## src/rtl/sar_seq_pkg.sv

```systemverilog
package sar_seq_pkg;
    typedef enum logic [1:0] {
        ST_IDLE    = 2'd0,
        ST_SAMPLE  = 2'd1,
        ST_COMPARE = 2'd2,
        ST_FINISH  = 2'd3
    } sar_state_e;
endpackage

```

## src/rtl/sar_phase_timer.sv

```systemverilog
module sar_phase_timer #(
    parameter int CNT_W = 4
) (
    input  logic             clk,
    input  logic             rst_n,
    input  logic             load_i,
    input  logic [CNT_W-1:0] load_val_i,
    output logic             last_o
);
    logic [CNT_W-1:0] cnt_q;

    always_ff @(posedge clk or negedge rst_n) begin
        if (!rst_n)
            cnt_q <= '0;
        else if (load_i)
            cnt_q <= load_val_i;
        else if (cnt_q != '0)
            cnt_q <= cnt_q - 1'b1;
    end

    assign last_o = (cnt_q == '0);
endmodule

```

## src/rtl/sar_approx_reg.sv

```systemverilog
module sar_approx_reg #(
    parameter int BITS  = 10,
    parameter int IDX_W = 4
) (
    input  logic             clk,
    input  logic             rst_n,
    input  logic             clear_i,
    input  logic             active_i,
    input  logic             decide_i,
    input  logic             keep_i,
    input  logic [IDX_W-1:0] idx_i,
    output logic [BITS-1:0]  trial_o,
    output logic [BITS-1:0]  resolved_o
);
    logic [BITS-1:0] res_q;

    for (genvar i = 0; i < BITS; i++) begin : g_bit
        logic hit;
        assign hit = (idx_i == IDX_W'(i));

        always_ff @(posedge clk or negedge rst_n) begin
            if (!rst_n)
                res_q[i] <= 1'b0;
            else if (clear_i)
                res_q[i] <= 1'b0;
            else if (decide_i && hit)
                res_q[i] <= keep_i;
        end

        assign trial_o[i] = res_q[i] | (active_i & hit);
    end

    assign resolved_o = res_q;
endmodule

```

## src/rtl/sar_seq_top.sv

```systemverilog
module sar_seq_top #(
    parameter int MAX_BITS       = 10,
    parameter int LOW_BITS       = 8,
    parameter int T_SAMP_FIRST   = 8,
    parameter int T_CMP1_DIRECT  = 4,
    parameter int T_CMP1_HOLD    = 5,
    parameter int T_SAMP_NEXT    = 5,
    parameter int T_CMP_NEXT     = 5,
    parameter int T_END_DIRECT   = 16,
    parameter int T_END_HOLD     = 8
) (
    input  logic                clk,
    input  logic                rst_n,
    input  logic                start_i,
    input  logic                res10_i,
    input  logic                sh_en_i,
    input  logic                cmp_above_i,
    output logic                sample_en_o,
    output logic                cmp_strobe_o,
    output logic [MAX_BITS-1:0] trial_o,
    output logic [MAX_BITS-1:0] result_o,
    output logic                busy_o,
    output logic                done_o
);
    import sar_seq_pkg::*;

    localparam int M1 = (T_SAMP_FIRST > T_CMP1_DIRECT) ? T_SAMP_FIRST : T_CMP1_DIRECT;
    localparam int M2 = (M1 > T_CMP1_HOLD) ? M1 : T_CMP1_HOLD;
    localparam int M3 = (M2 > T_SAMP_NEXT) ? M2 : T_SAMP_NEXT;
    localparam int M4 = (M3 > T_CMP_NEXT) ? M3 : T_CMP_NEXT;
    localparam int M5 = (M4 > T_END_DIRECT) ? M4 : T_END_DIRECT;
    localparam int LONGEST = (M5 > T_END_HOLD) ? M5 : T_END_HOLD;
    localparam int CNT_W = (LONGEST > 2) ? $clog2(LONGEST) : 1;
    localparam int IDX_W = $clog2(MAX_BITS);

    sar_state_e        state_q, state_d;
    logic              load;
    logic [CNT_W-1:0]  load_val;
    logic              last;
    logic [IDX_W-1:0]  idx_q;
    logic              first_q;
    logic              sh_q;
    logic              res10_q;
    logic              done_q;
    logic [MAX_BITS-1:0] result_q;
    logic [MAX_BITS-1:0] resolved;
    logic              take_start;
    logic              bit_done;
    logic              final_bit;
    logic              conv_end;
    logic              active;

    assign take_start = (state_q == ST_IDLE) && start_i;
    assign bit_done   = (state_q == ST_COMPARE) && last;
    assign final_bit  = (idx_q == '0);
    assign conv_end   = (state_q == ST_FINISH) && last;

    // state register
    always_ff @(posedge clk or negedge rst_n) begin
        if (!rst_n)
            state_q <= ST_IDLE;
        else
            state_q <= state_d;
    end

    // next state and phase loads
    always_comb begin
        state_d  = state_q;
        load     = 1'b0;
        load_val = '0;
        unique case (state_q)
            ST_IDLE: begin
                if (start_i) begin
                    state_d  = ST_SAMPLE;
                    load     = 1'b1;
                    load_val = CNT_W'(T_SAMP_FIRST - 1);
                end
            end
            ST_SAMPLE: begin
                if (last) begin
                    state_d  = ST_COMPARE;
                    load     = 1'b1;
                    if (first_q)
                        load_val = sh_q ? CNT_W'(T_CMP1_HOLD - 1) : CNT_W'(T_CMP1_DIRECT - 1);
                    else
                        load_val = CNT_W'(T_CMP_NEXT - 1);
                end
            end
            ST_COMPARE: begin
                if (last) begin
                    load = 1'b1;
                    if (final_bit) begin
                        state_d  = ST_FINISH;
                        load_val = sh_q ? CNT_W'(T_END_HOLD - 1) : CNT_W'(T_END_DIRECT - 1);
                    end else if (sh_q) begin
                        state_d  = ST_COMPARE;
                        load_val = CNT_W'(T_CMP_NEXT - 1);
                    end else begin
                        state_d  = ST_SAMPLE;
                        load_val = CNT_W'(T_SAMP_NEXT - 1);
                    end
                end
            end
            ST_FINISH: begin
                if (last)
                    state_d = ST_IDLE;
            end
            default: state_d = ST_IDLE;
        endcase
    end

    // conversion context and result
    always_ff @(posedge clk or negedge rst_n) begin
        if (!rst_n) begin
            idx_q    <= '0;
            first_q  <= 1'b0;
            sh_q     <= 1'b0;
            res10_q  <= 1'b0;
            done_q   <= 1'b0;
            result_q <= '0;
        end else begin
            done_q <= conv_end;
            if (take_start) begin
                sh_q    <= sh_en_i;
                res10_q <= res10_i;
                first_q <= 1'b1;
                idx_q   <= res10_i ? IDX_W'(MAX_BITS - 1) : IDX_W'(LOW_BITS - 1);
            end else if (bit_done && !final_bit) begin
                idx_q   <= idx_q - 1'b1;
                first_q <= 1'b0;
            end
            if (conv_end)
                result_q <= resolved;
        end
    end

    sar_phase_timer #(.CNT_W(CNT_W)) u_timer (
        .clk        (clk),
        .rst_n      (rst_n),
        .load_i     (load),
        .load_val_i (load_val),
        .last_o     (last)
    );

    sar_approx_reg #(.BITS(MAX_BITS), .IDX_W(IDX_W)) u_sar (
        .clk        (clk),
        .rst_n      (rst_n),
        .clear_i    (take_start),
        .active_i   (active),
        .decide_i   (bit_done),
        .keep_i     (cmp_above_i),
        .idx_i      (idx_q),
        .trial_o    (trial_o),
        .resolved_o (resolved)
    );

    // outputs
    always_comb begin
        busy_o       = (state_q != ST_IDLE);
        sample_en_o  = (state_q == ST_SAMPLE);
        cmp_strobe_o = bit_done;
        active       = (state_q == ST_SAMPLE) || (state_q == ST_COMPARE);
        done_o       = done_q;
        result_o     = result_q;
    end

    // res10_q is kept for visibility of the captured mode; index load already used it
    logic unused_res10;
    assign unused_res10 = res10_q;
endmodule

```

## config.mk

```make
export PLATFORM = sky130hd
export DESIGN_NAME = sar_seq_top
export DESIGN_NICKNAME = d
export VERILOG_FILES = /design/src/rtl/sar_seq_pkg.sv /design/src/rtl/sar_phase_timer.sv /design/src/rtl/sar_approx_reg.sv /design/src/rtl/sar_seq_top.sv
export SDC_FILE = /design/constraint.sdc
export NUM_CORES = 1
export LEC_CHECK = 0
export BUFFER_PORTS_ARGS = -buffer_cell sky130_fd_sc_hd__buf_2
export CORE_ASPECT_RATIO = 0.5
export CORE_MARGIN = 8
export CORE_UTILIZATION = 35
export CTS_CLUSTER_DIAMETER = 50
export DETAILED_ROUTE_END_ITERATION = 10
export SLEW_MARGIN = 15
export SYNTH_ARGS = -nofsm -noshare
export SYNTH_HDL_FRONTEND = slang
export SYNTH_HIERARCHICAL = 1
export SYNTH_SLANG_ARGS = --single-unit
```

## constraint.sdc

```tcl
create_clock -name clk -period 2.9 [get_ports clk]
set_clock_uncertainty 0.2 [all_clocks]
set_input_delay 0.58 -clock clk [delete_from_list [all_inputs] [get_ports clk]]
set_output_delay 0.58 -clock clk [all_outputs]
set_load 0.03 [all_outputs]
```

-- Word-level counts from Yosys, hierarchy flattened
Index checks and enable logic that the tools add are counted.
- register bits: 33
- latch bits: 0
- bits in writable memories: 0
- bits in read-only memories: 0
- input port bits: 6
- output and inout port bits: 24
- logic and storage cells: 135
- memories kept: 0
- add/subtract/negate cells: 2
- multiply operators: 0
- divide/modulo/power cells: 0
- $lt $le $gt $ge: 0
- eq/ne operators: 16
- shifts and indexed selects: 0
- multiplexer cells: 45
- bitwise gates (word level): 20
- reductions and logical operators: 35
- operators with widths (kind ; number):
    2-to-1 mux 4 bit ; 8
    nonzero test 2 bit ; 13
    2-to-1 mux 1 bit ; 24
    equality test 4 x 3 -> 1 bit (second input constant) ; 4
    logical AND 1 bit ; 14
    2-to-1 mux 2 bit ; 6
    2-to-1 mux 3 bit ; 4
    case mux 4 bit (3 select lines) ; 1
    AND 1 bit ; 10
    OR 1 bit ; 10
    equality test 4 x 2 -> 1 bit (second input constant) ; 2
    equality test 4 bit (second input constant) ; 2
    zero test 4 bit ; 2
    case mux 2 bit (4 select lines) ; 1
    subtractor 4 x 1 -> 4 bit (second input constant) ; 2
    inequality test 2 bit (second input constant) ; 3
    equality test 2 bit (second input constant) ; 2
    equality test 4 x 1 -> 1 bit (second input constant) ; 1
    AND reduction 4 bit ; 1
    nonzero test 4 bit ; 1
    equality test 2 x 1 -> 1 bit (second input constant) ; 1
    zero test 2 bit ; 1
    inequality test 2 x 1 -> 1 bit (second input constant) ; 1
    case mux 1 bit (2 select lines) ; 1
    3 further kinds ; 3

-- Longest topological paths before layout
- depth after elaboration: 5
- mapped depth: 9
- mapped depth without buffers: 9

-- Hierarchy
The synthesis kept the hierarchy.
- by module, submodules not included (module ; times used ; cells each ; area each (sq um) ; seq. area each (sq um)):
    sar_seq_top ; 1 ; 90 ; 954.7 ; 475.5
    sar_approx_reg ; 1 ; 66 ; 636.9 ; 250.2
    sar_phase_timer ; 1 ; 22 ; 234.0 ; 100.1

-- Worst setup path after synthesis
No wires, ideal clock.
- kind: reg-to-reg
- start point: register u_timer.cnt_q[0]
- end point: register u_sar.res_q[2], in the netlist u_sar/resolved_o[2]
- library setup time: 0.137 ns
- arrival time: 2.083 ns
- required time: 2.563 ns
- setup slack: 0.480 ns
- cell stages (with the launch flop): 9
- path buffers: 0
- clock period less this slack: 2.420 ns
- path through: dfrtp_1 > inv_1 > ha_1 > nor3b_4 > nand2_1 > inv_1 > nand2_1 > or3_1 > mux2i_1
- longest elaborated chain between the ends: 4
- RTL lines (item ; line ; text):
    start, declared ; sar_phase_timer.sv:10 ; logic [CNT_W-1:0] cnt_q;
    start signal, assigned ; sar_phase_timer.sv:16 ; cnt_q <= load_val_i;
    start signal, assigned ; sar_phase_timer.sv:18 ; cnt_q <= cnt_q - 1'b1;
    zero test 4 bit ; sar_phase_timer.sv:21 ; assign last_o = (cnt_q == '0);
    net last ; sar_seq_top.sv:39 ; logic last;
    logical AND 1 bit ; sar_seq_top.sv:54 ; assign bit_done = (state_q == ST_COMPARE) && last;
    net cmp_strobe_o ; sar_seq_top.sv:19 ; output logic cmp_strobe_o,
    logical AND 1 bit ; sar_approx_reg.sv:26 ; else if (decide_i && hit)
    nonzero test 2 bit (no line) ; -- ;
    end signal, assigned by index ; sar_approx_reg.sv:27 ; res_q[i] <= keep_i;
    end, declared ; sar_approx_reg.sv:15 ; logic [BITS-1:0] res_q;
The timed path passes the listed nets, and every way through them passes these cells.
A chain may end at the register's enable or synchronous reset.

-- Final worst setup path
- start point: register state_q[1]
- end point: output trial_o[9]
- longest elaborated chain between the ends: 4
- elaborated cells between the ends (all ways): 5
- classes of those cells: eq/ne (2); bitwise (2); reduce/logical (1)
- RTL lines (item ; line ; text):
    start, declared ; sar_seq_top.sv:36 ; sar_state_e state_q, state_d;
    start signal, assigned ; sar_seq_top.sv:63 ; state_q <= state_d;
    equality test 2 x 1 -> 1 bit / equality test 2 bit (equally long branches) ; sar_seq_top.sv:162 ; active = (state_q == ST_SAMPLE) || (state_q == ST_COMPARE);
    logical OR 1 bit * ; sar_seq_top.sv:162 ;
    net active ; sar_seq_top.sv:51 ; logic active;
    AND 1 bit * ; sar_approx_reg.sv:30 ; assign trial_o[i] = res_q[i] | (active_i & hit);
    OR 1 bit * ; sar_approx_reg.sv:30 ;
    end, declared ; sar_seq_top.sv:20 ; output logic [MAX_BITS-1:0] trial_o,
The timed path passes the listed nets; every way through them passes the cells marked *.

==> metrics.md <==
| Metric | Value |
|---|---|
| Crit share post-route | `0.929` |
| Delay-heaviest family, CP | `adder cells` |
| Sw Share | `0.462` |
| Register share of total power | `0.348` |
| All-Layer GR Usage | `0.111` |
| Yosys warnings | `6` |
| Io pins | `30` |
| Max_slew headroom | `0.501` |
| P_sw | `1030 uW` |
| Mapped Cells | `178` |
| Critical path arrival | `1.91 ns` |
| Clock transition at the registers of the reported paths | `0.07 ns` |
| Total internal power | `1200 uW` |
| Slew @ Worst Pin | `0.749 ns` |
| CTS tree | `done` |
| Routed wire length | `4230 um` |
| CP Cell Sequence | `inv_1 -> ha_1 -> nand3b_1 -> nand2b_1 -> nand2b_1 -> buf_2` |
| Vias per cell | `5.17` |
| Reg-to-reg slack, setup | `0.54 ns` |
| Delay of the slowest critical-path stage | `0.50 ns` |
| Port bufs | `29` |
| Worst path bufs/invs | `2` |
| Fillers | `478` |
| Clk sinks | `33` |
| Post-synthesis sequential area ratio | `0.452` |
| Hold Violations, Final | `0` |
| Mapped Nets | `191` |
| Non-Filler Instances | `279` |
| Layout cells sized above 1 | `0.254` |
| Fin crit period | `2.69 ns` |
| CP Capture Type | `primary output` |
| PostCTS Resize Cnt | `0` |
| Synth-to-layout area growth | `16.2%` |
| Number of global-route vias before repair | `1493` |
| Inst Count DP | `273` |
| Max-Cap Viols | `0` |
| Synth unique cells | `36` |
| TritonRoute pass-1 iters | `4` |
| Status | `complete, no violations` |
| Max VDD drop | `0.326 mV` |
| Critical Path RT | `2.12 ns` |
| CP max stage cell | `ha_1` |
| Vias | `1442` |
| F_max | `371 MHz` |
| RR Endpoint | `u_timer/cnt_q[3]` |
| Setup TNS | `0 ns` |
| DRT antenna net count | `0` |
| Final net count | `223` |
| Startpoint of the worst register-to-register path | `u_timer/cnt_q[0]` |
| Initial DRC count | `57` |
| Worst hold path class | `input port to asynchronous set/reset pin` |
| Die H | `67.1 um` |
| Post-DP HPWL | `2940 um` |
| Setup Buffers After CTS | `0` |
| Critical setup path kind | `register to primary output` |
| Mapped Area | `1830 um2` |
| Clock latency on the worst-skew pair | `0.28 ns` |
| FF-to-FF path depth | `8` |
| Endpoints failing setup | `0` |
| Largest net degree at the start of global routing | `34` |
| Area of the multi-input gates | `928 um2` |
| FF+latch area | `826 um2` |
| Quantity of hold-fixing buffers added after cts | `0` |
| Combinational share of power | `0.510` |
| Syn avg cell area | `10.3 um2` |
| Root buf cell | `clkbuf_8` |
| Final Max Tran Viols | `0` |
| Core Region | `4980 um2` |
| Clk buf depth | `2` |
| First-pass GRT wire length | `7140 um` |
| # rows | `18` |
| Initial Utilization | `0.367` |
| Critical Path Start Type | `register` |
| Crit path top cell by count | `nand2b_1` |
| # DRC | `0` |
| Gpl congestion | `0.756` |
| Lkg Pwr | `0.00110 uW` |
| FF+latch count, synth | `33` |
| Routed WL per cell | `15.1 um` |
| RSZ-0062 raised after global routing | `no` |
| PwrDens | `1050 nW/um2` |
| Critical Path Fanout Max | `8` |
| Initial antenna violation count | `0` |
| Ant. Diodes | `0` |
| CTS buffer count | `5` |
| Die Span X | `118 um` |
| Global route overflow | `0` |
| Clock power share | `0.142` |
| Die area | `7920 um2` |
| # H-tree levels | `2` |
==> per-layer routing <==
metal,part of all wire,global-route usage,vias to the layer above
met1,0.48,0.127,723
met3,0.031,0.0337,2
met5,0,0,-
li1,-,-,698
met2,0.48,0.197,19
met4,0.0071,0.0363,0
==> stage by stage <==
step	total power [uW]	hold WS [ns]	util	setup WS [ns]	instance area, um2
after detailed placement	1910	0.287	0.411	0.523	2050
final	2230	0.163	0.426	0.207	2120
after global placement	1880	0.283	0.411	0.569	2050
after CTS	2250	0.186	0.426	0.195	2120
after global routing	2400	0.217	0.426	0.0805	2120
after floorplan	1610	0.0844	-	0.480	1830
==> worst max path at each step <==
| stage | startpoint | endpoint | slack, ns | cells after the start |
|---|---|---|---|---|
| 6_report | state_q[1] | trial_o[9] | 0.21 | 6 |
| 5_1_grt | state_q[1] | trial_o[9] | 0.08 | 6 |
| 4_1_cts | state_q[1] | trial_o[9] | 0.19 | 6 |
| 3_5_place_dp | state_q[0] | trial_o[9] | 0.52 | 6 |
| 3_3_place_gp | state_q[0] | trial_o[9] | 0.57 | 6 |
| 2_1_floorplan | u_timer/cnt_q[0] | u_sar/resolved_o[2] | 0.48 | 8 |
==> worst reg2reg max path, cell delays in order, from the launching register on <==
cell and delay [ns]:
dfrtp_1 0.37, inv_1 0.09, ha_1 0.21, nor3b_4 0.21, buf_4 0.19, nand2_1 0.06, a21oi_1 0.47, nor3_1 0.11
a221o_1 0.33
==> placed cells by master (no fill, tap or decap), drive strengths merged, types with 2 or more instances in the layout <==
cell,netlist,layout
dfrtp,33,33
buf,3,31
nand2b,16,16
nand2,14,14
inv,12,12
mux2i,12,12
mux2,11,11
a31oi,8,8
o21ai,8,8
nand3,7,7
ha,7,7
nor2,5,5
o21bai,5,5
clkbuf,3,5
nor3,4,4
nand4,3,3
or3,3,3
a31o,3,3
nor3b,3,3
and3,2,2
nand3b,2,2
a41o,2,2
nor2b,2,2
==> area by class of cell <==
cell class,count,area share
clock inverter,1,0.00236
inverter,12,0.0212
sequential,33,0.389
timing repair buffer,31,0.0755
tap,70,0.0413
clock buffer,5,0.0324
multi-input combinational,127,0.438
==> sequential cells by signal, indices dropped and copies added (netlist names) <==
| signal | count |
|---|---|
| idx_q | 4 |
| state_q | 2 |
| sh_q | 1 |
| result_o | 10 |
| u_sar/resolved_o | 10 |
| first_q | 1 |
| done_o | 1 |
| u_timer/cnt_q | 4 |
==> synthesized netlist by cell type <==
master | instances | area, um2
nor3b_4 | 1 | 18.8
a31o_2 | 3 | 26.3
nand3_1 | 7 | 35.0
o21ai_0 | 7 | 35.0
or3_1 | 3 | 18.8
a41o_1 | 2 | 20.0
ha_1 | 7 | 87.6
nand3b_1 | 2 | 15.0
o41ai_1 | 1 | 8.76
or3b_1 | 1 | 8.76
a41oi_1 | 1 | 8.76
or2_1 | 1 | 6.26
nor2_1 | 5 | 18.8
inv_1 | 12 | 45.0
nand2b_1 | 16 | 100
and3b_1 | 1 | 8.76
o21bai_1 | 5 | 37.5
nand2_1 | 14 | 52.6
clkbuf_1 | 3 | 11.3
nand4_1 | 3 | 18.8
o21ai_1 | 1 | 5.00
dfrtp_1 | 33 | 826
a31oi_1 | 8 | 50.1
and3_1 | 2 | 12.5
buf_2 | 3 | 15.0
a21o_1 | 1 | 7.51
a221o_1 | 1 | 10.0
mux2_2 | 11 | 124
xnor2_1 | 1 | 8.76
nor3b_1 | 1 | 7.51
and2b_1 | 1 | 7.51
mux2i_1 | 12 | 120
nor3b_2 | 1 | 12.5
nor3_1 | 4 | 20.0
a21oi_1 | 1 | 5.00
nor2b_1 | 2 | 12.5
==> power groups by stage <==
stage | sequential, uW | clock [uW] | combinational (uW)
after CTS | 776 | 328 | 1140
after global routing | 801 | 347 | 1250
after detailed placement | 782 | 0 | 1130
after global placement | 774 | 0 | 1110
final | 776 | 317 | 1140
after floorplan | 826 | 0 | 779
==> logic make-up after synthesis <==
group | synth area share
multiplexers | 0.134
flip-flops | 0.452
AO/OA/AOI/OAI | 0.117
XOR/XNOR | 0.00480
adder cells (fa/ha/maj) | 0.0480
AND/OR/NAND/NOR | 0.205
buffers and inverters | 0.0391
(Power assumes the default switching activity.)
